==> config.mk <==
export PLATFORM = sky130hd
export DESIGN_NAME = lpm_ctl_reg
export DESIGN_NICKNAME = d
export VERILOG_FILES = /design/src/rtl/lpm_ctl_reg.sv
export SDC_FILE = /design/constraint.sdc
export NUM_CORES = 1
export LEC_CHECK = 0
export BUFFER_PORTS_ARGS = -buffer_cell sky130_fd_sc_hd__buf_2
export CAP_MARGIN = 25
export CORE_MARGIN = 5
export CORE_UTILIZATION = 33
export CTS_CLUSTER_DIAMETER = 80
export CTS_CLUSTER_SIZE = 12
export DETAILED_ROUTE_END_ITERATION = 16
export GPL_TIMING_DRIVEN = 0
export HOLD_SLACK_MARGIN = 0.02
export PLACE_DENSITY = 0.73
export SYNTH_ARGS = -nofsm -noshare
export SYNTH_HDL_FRONTEND = slang
export SYNTH_SLANG_ARGS = --single-unit
==> constraint.sdc <==
create_clock -name clk -period 1 [get_ports clk]
set_clock_uncertainty 0.15 [all_clocks]
set_input_delay 0.05 -clock clk [delete_from_list [all_inputs] [get_ports clk]]
set_output_delay 0.05 -clock clk [all_outputs]
set_load 0.01 [all_outputs]
==> src/rtl/lpm_ctl_reg.sv <==
module lpm_ctl_reg (
  input  logic        clk,
  input  logic        por_n,
  input  logic        ev_ext,
  input  logic        ev_wdog,
  input  logic        ev_sw,
  input  logic        wr_en,
  input  logic        addr,
  input  logic [15:0] wdata,
  output logic [15:0] rdata,
  input  logic        stop_req,
  input  logic        wait_req,
  input  logic        tap_en,
  output logic        stop_go,
  output logic        wait_go,
  output logic        dbg_clk_en,
  output logic        sw_rst_req,
  output logic        wdog_vec
);

  logic [1:0] stop_f, wait_f;
  logic       dbg_on;
  logic [3:0] cause;
  logic       any_ev, ctl_wr;
  logic       unused_bits;

  assign any_ev      = ev_ext | ev_wdog | ev_sw;
  assign ctl_wr      = wr_en & ~addr;
  assign unused_bits = ^wdata[15:6];

  always_ff @(posedge clk or negedge por_n) begin
    if (!por_n) begin
      stop_f     <= 2'b00;
      wait_f     <= 2'b00;
      dbg_on     <= 1'b0;
      sw_rst_req <= 1'b0;
    end else if (any_ev) begin
      stop_f     <= 2'b00;
      wait_f     <= 2'b00;
      dbg_on     <= 1'b0;
      sw_rst_req <= 1'b0;
    end else begin
      sw_rst_req <= ctl_wr & wdata[4];
      if (ctl_wr) begin
        dbg_on <= wdata[5];
        if (!stop_f[1]) stop_f <= wdata[3:2];
        if (!wait_f[1]) wait_f <= wdata[1:0];
      end
    end
  end

  always_ff @(posedge clk or negedge por_n) begin
    if (!por_n)        cause <= 4'b0001;
    else if (ev_ext)   cause <= 4'b0010;
    else if (ev_wdog)  cause <= 4'b0100;
    else if (ev_sw)    cause <= 4'b1000;
  end

  assign rdata      = addr ? {12'h000, cause}
                           : {10'h000, dbg_on, 1'b0, stop_f, wait_f};
  assign stop_go    = stop_req & ~stop_f[0];
  assign wait_go    = wait_req & ~wait_f[0];
  assign dbg_clk_en = dbg_on | tap_en;
  assign wdog_vec   = cause[2];

  AST_RSVD_ZERO: assert property (@(posedge clk) disable iff (!por_n)
    !addr |-> (rdata[15:6] == 10'h000 && !rdata[4]));
  AST_STATUS_HIGH_ZERO: assert property (@(posedge clk) disable iff (!por_n)
    addr |-> rdata[15:4] == 12'h000);
  AST_SWRST_SRC: assert property (@(posedge clk) disable iff (!por_n)
    sw_rst_req |-> $past(wr_en && !addr && wdata[4]));
  AST_STOP_LOCK: assert property (@(posedge clk) disable iff (!por_n)
    (stop_f[1] && !any_ev) |=> $stable(stop_f));
  AST_WAIT_LOCK: assert property (@(posedge clk) disable iff (!por_n)
    (wait_f[1] && !any_ev) |=> $stable(wait_f));
  AST_EVT_CLEAR: assert property (@(posedge clk) disable iff (!por_n)
    any_ev |=> (stop_f == 2'b00 && wait_f == 2'b00 && !dbg_on));
  AST_ONE_CAUSE: assert property (@(posedge clk) disable iff (!por_n)
    $countones(cause) == 1);

endmodule

; Yosys cells after proc, flatten, opt, wreduce, memory -nomap -nowiden
; Index checks and enable logic that the tools add are counted.
[op_classes]
n_eq_ne = 2
n_bitwise = 10
mux = 13
n_reduce_logical = 4
[op_table]
columns = op, count
row1 = $mux W2, 6
row2 = $mux W4, 3
row3 = $mux W6, 1
row4 = $and A1 B1 Y1, 4
row5 = $ne A2 B1 Y1 const B, 2
row6 = $reduce_and A2 Y1, 2
row7 = $mux W1, 3
row8 = $not A1 Y1, 3
row9 = $or A1 B1 Y1, 3
row10 = $reduce_bool A3 Y1, 1
row11 = $reduce_bool A2 Y1, 1
[totals]
output_inout_bits = 21
register_bits = 10
inputBits = 26

; Longest topological paths before layout
[logic_depth]
word_depth = 4
ltp_mapped = 4
mapped_depth_nobuf = 3

; Worst setup path before layout
; No wires, ideal clock.
[synth_path]
path_kind = reg2reg
start = register stop_f[1]
end = register stop_f[0]
slack_ns = -0.042
required_ns = 0.732
synth_period_minus_slack_ns = 1.042
setup_time_ns = 0.118
path_stages_with_launch = 4
t_arrival_ns = 0.773
path_buffers = 0
path_cell_list = dfrtp_1 > nor3b_2 > mux2i_1 > nor2_1
[synth_between]
elab_chain_cells = 2
[synth_lines]
columns = element, line_no
row1 = "start, declared", 21  ; logic [1:0] stop_f, wait_f;
row2 = "start signal, assigned", 46  ; if (!stop_f[1]) stop_f <= wdata[3:2];
row3 = $ne A2 B1 Y1 (no line), --
row4 = $reduce_and A2 Y1 (no line), --
; No other way between the ends.
; A chain may end at the register's enable or synchronous reset.

; Final worst setup path
; Ends and elaborated chain as after synthesis.

==> run summary <==
FF-to-FF End: stop_f[0]
Buf/Inv on CP: 1
Crit. End Element: flop
grt total ovfl: 0
Critical Path Source: stop_f[1]
CP cell instances: buf_6 > nor3b_4 > mux2i_1 > nor2_1
status: finished with violations
slowest stage cell, crit path: dfrtp_1
Via Count: 553
worst hold path startpoint: ev_ext
CP Data Arrival Time: 1.27 ns
DRC: 0
min Tclk post-route: 1.28 ns
crit path kind: reg -> reg
Worst Hold Depth: 3
Fin. Hold Viols: 5
Port-buffer cells: 24
CP max stage delay: 0.40 ns
Die Wd: 51.6 um
pwr/cell area: 903 nW/um^2
CTS tree: yes
gp weighted congestion: 0.754
violated checks: hold timing, setup timing
drt first pass iters: 3
initial DRC count: 4
register area share after synthesis: 0.441
cell area after layout: 1070 um^2
number of antenna violations at the first check in global routing: 0
setup violators final: 17
placed instance area: 749 um^2
vias in the first global route: 564
Setup TNS Final: -3.50 ns
fill cell count: 144
r2r setup slk: -0.28 ns
Wirelength per Cell: 12.9 um
WHS Endpoint: wait_f[1]
clk buf depth: 2
die height: 51.6 um
Final period util: 1.28
synthesized area per cell: 10.6 um^2
gr usage total: 0.117
crit path max fanout: 2
count of pins over their slew limit: 0
Hold Path Class: in -> reg
first-pass GRT wire length: 2300 um
Core Footprint: 1690 um^2
io pins: 47
total power: 963 uW
FF+latch area: 251 um^2
fin worst setup slack: -0.276 ns
routed wire length: 1650 um
cell family with most CP delay: flip-flops
Worst R2R Start: stop_f[1]
synthesis-to-finish area growth: 86.8%
fraction of layout cells with a size suffix above 1: 0.568
# nets final: 138
CTS buffer count: 3
Critical Path Source Type: flop
Yosys warnings: 0
clk root buf: clkbuf_4
Initial Util: 0.338
worst-skew pair later-pin latency: 0.26 ns
ANT nets after route: 0
RSZ-0062 raised after global routing: yes
cells on worst reg2reg path: 4
max cap viols: 0
FF+latch count, synth: 10
Synth cell types: 19
die area: 2660 um^2
worst hold-check slack: -0.0515 ns
CTS Sinks: 10
largest net degree at the start of global routing: 11
Max VDD drop: 561 uV
synthesized area: 571 um^2
final design utilization: 0.631
CTS H-Tree Depth: 1
Clk pin slew, worst setup/hold paths: 0.06 ns
Syn Inst Count: 54
diode count: 0
FMAX: 783 MHz
Multi-input gate area: 307 um^2
Critical Path RT: 1.00 ns
leakage power: 0.000561 uW
# rows: 15
DR vias/cell: 4.32
final cells by class:
class                      instances  area share
buffer                            12      0.0880
clock buffer                       4      0.0246
inverter                           1     0.00352
multi-input combinational         41       0.288
sequential                        10       0.236
tap                               17      0.0200
timing repair buffer              43       0.340
stage by stage:
step	std cells	hold slack, ns	setup WS, ns
floorplan	64	-0.396	-0.0418
global placement	105	-0.236	-0.0960
detailed placement	105	-0.228	-0.0916
CTS	125	-0.159	-0.248
global route	128	-0.0414	-0.353
finish	128	-0.0515	-0.276
cell usage after synthesis, drive strengths merged:
cell type / instances / area, um^2
or2: 1 / 6.26
or3: 1 / 11.3
nor2b: 4 / 27.5
a21oi: 3 / 15.0
nor2: 7 / 26.3
mux2: 4 / 45.0
nor3b: 2 / 25.0
nor3: 2 / 10.0
and2: 1 / 6.26
mux2i: 3 / 30.0
and3: 1 / 6.26
inv: 1 / 3.75
dfrtp: 9 / 225
conb: 1 / 3.75
buf: 12 / 93.8
dfstp: 1 / 26.3
a21o: 1 / 8.76
tightest hold or removal path, stage by stage:
cell and delay (ns):
buf_2 0.09, or3_4 0.14, nor2_1 0.05
layout by cell type, fill, tap and decap left out:
| master | instances |
|---|---|
| buf_2 | 16 |
| buf_6 | 15 |
| buf_4 | 13 |
| conb_1 | 11 |
| dlygate4sd3_1 | 11 |
| dfrtp_1 | 9 |
| nor2_1 | 7 |
| mux2_4 | 3 |
| mux2i_1 | 3 |
| clkbuf_4 | 3 |
| nor2b_4 | 2 |
| a21oi_2 | 2 |
| nor2b_1 | 1 |
| or2_4 | 1 |
| nor3_2 | 1 |
| nor2b_2 | 1 |
| and3_1 | 1 |
| nor3_1 | 1 |
| and2_1 | 1 |
| inv_1 | 1 |
| a21oi_1 | 1 |
| a21o_2 | 1 |
| or3_4 | 1 |
| nor3b_4 | 1 |
| nor3b_2 | 1 |
| mux2_2 | 1 |
| dfstp_2 | 1 |
| clkbuf_1 | 1 |
flip-flops by register name, summed over array words and instances, names as in the netlist:
signal / cells
cause: 4
stop_f: 2
wait_f: 2
dbg_on: 1
sw_rst_req: 1
report_power, final:
group | switching [uW] | internal, uW
registers | 5.58 | 414
clock network | 126 | 154
logic | 107 | 157
total | 238 | 725
metal layers:
layer	GRT usage	vias to the layer above	share of wire
met2	0.210	17	0.55
li1	-	271	-
met4	0.0524	0	0.016
met5	0	-	0
met3	0.0315	2	0.052
met1	0.127	263	0.38
kinds of logic after synthesis:
| group | after synthesis | synth area share |
|---|---|---|
| simple gates | 19 | 0.208 |
| buf+inv | 13 | 0.171 |
| flops | 10 | 0.441 |
| mux | 7 | 0.132 |
| compound gates | 4 | 0.0417 |
| other cells | 1 | 0.00657 |
how the worst max path moves through the flow:
stage | endpoint | slack (ns) | depth (start not counted)
3_5_place_dp | wait_f[0] | -0.09 | 3
4_1_cts | rdata[1] | -0.25 | 2
3_3_place_gp | wait_f[0] | -0.1 | 3
5_1_grt | stop_f[0] | -0.35 | 4
2_1_floorplan | stop_f[0] | -0.04 | 3
6_report | stop_f[0] | -0.28 | 4
repair_timing:
action                                 CTS  global route
setup endpoints to repair               11            17
endpoints found under the hold margin   20            10
pin swaps                                0             1
buffers inserted                         7             1
hold buffers                             9             4
gates resized for setup                 11            14
Note: power is estimated with default switching activity, not from simulation.
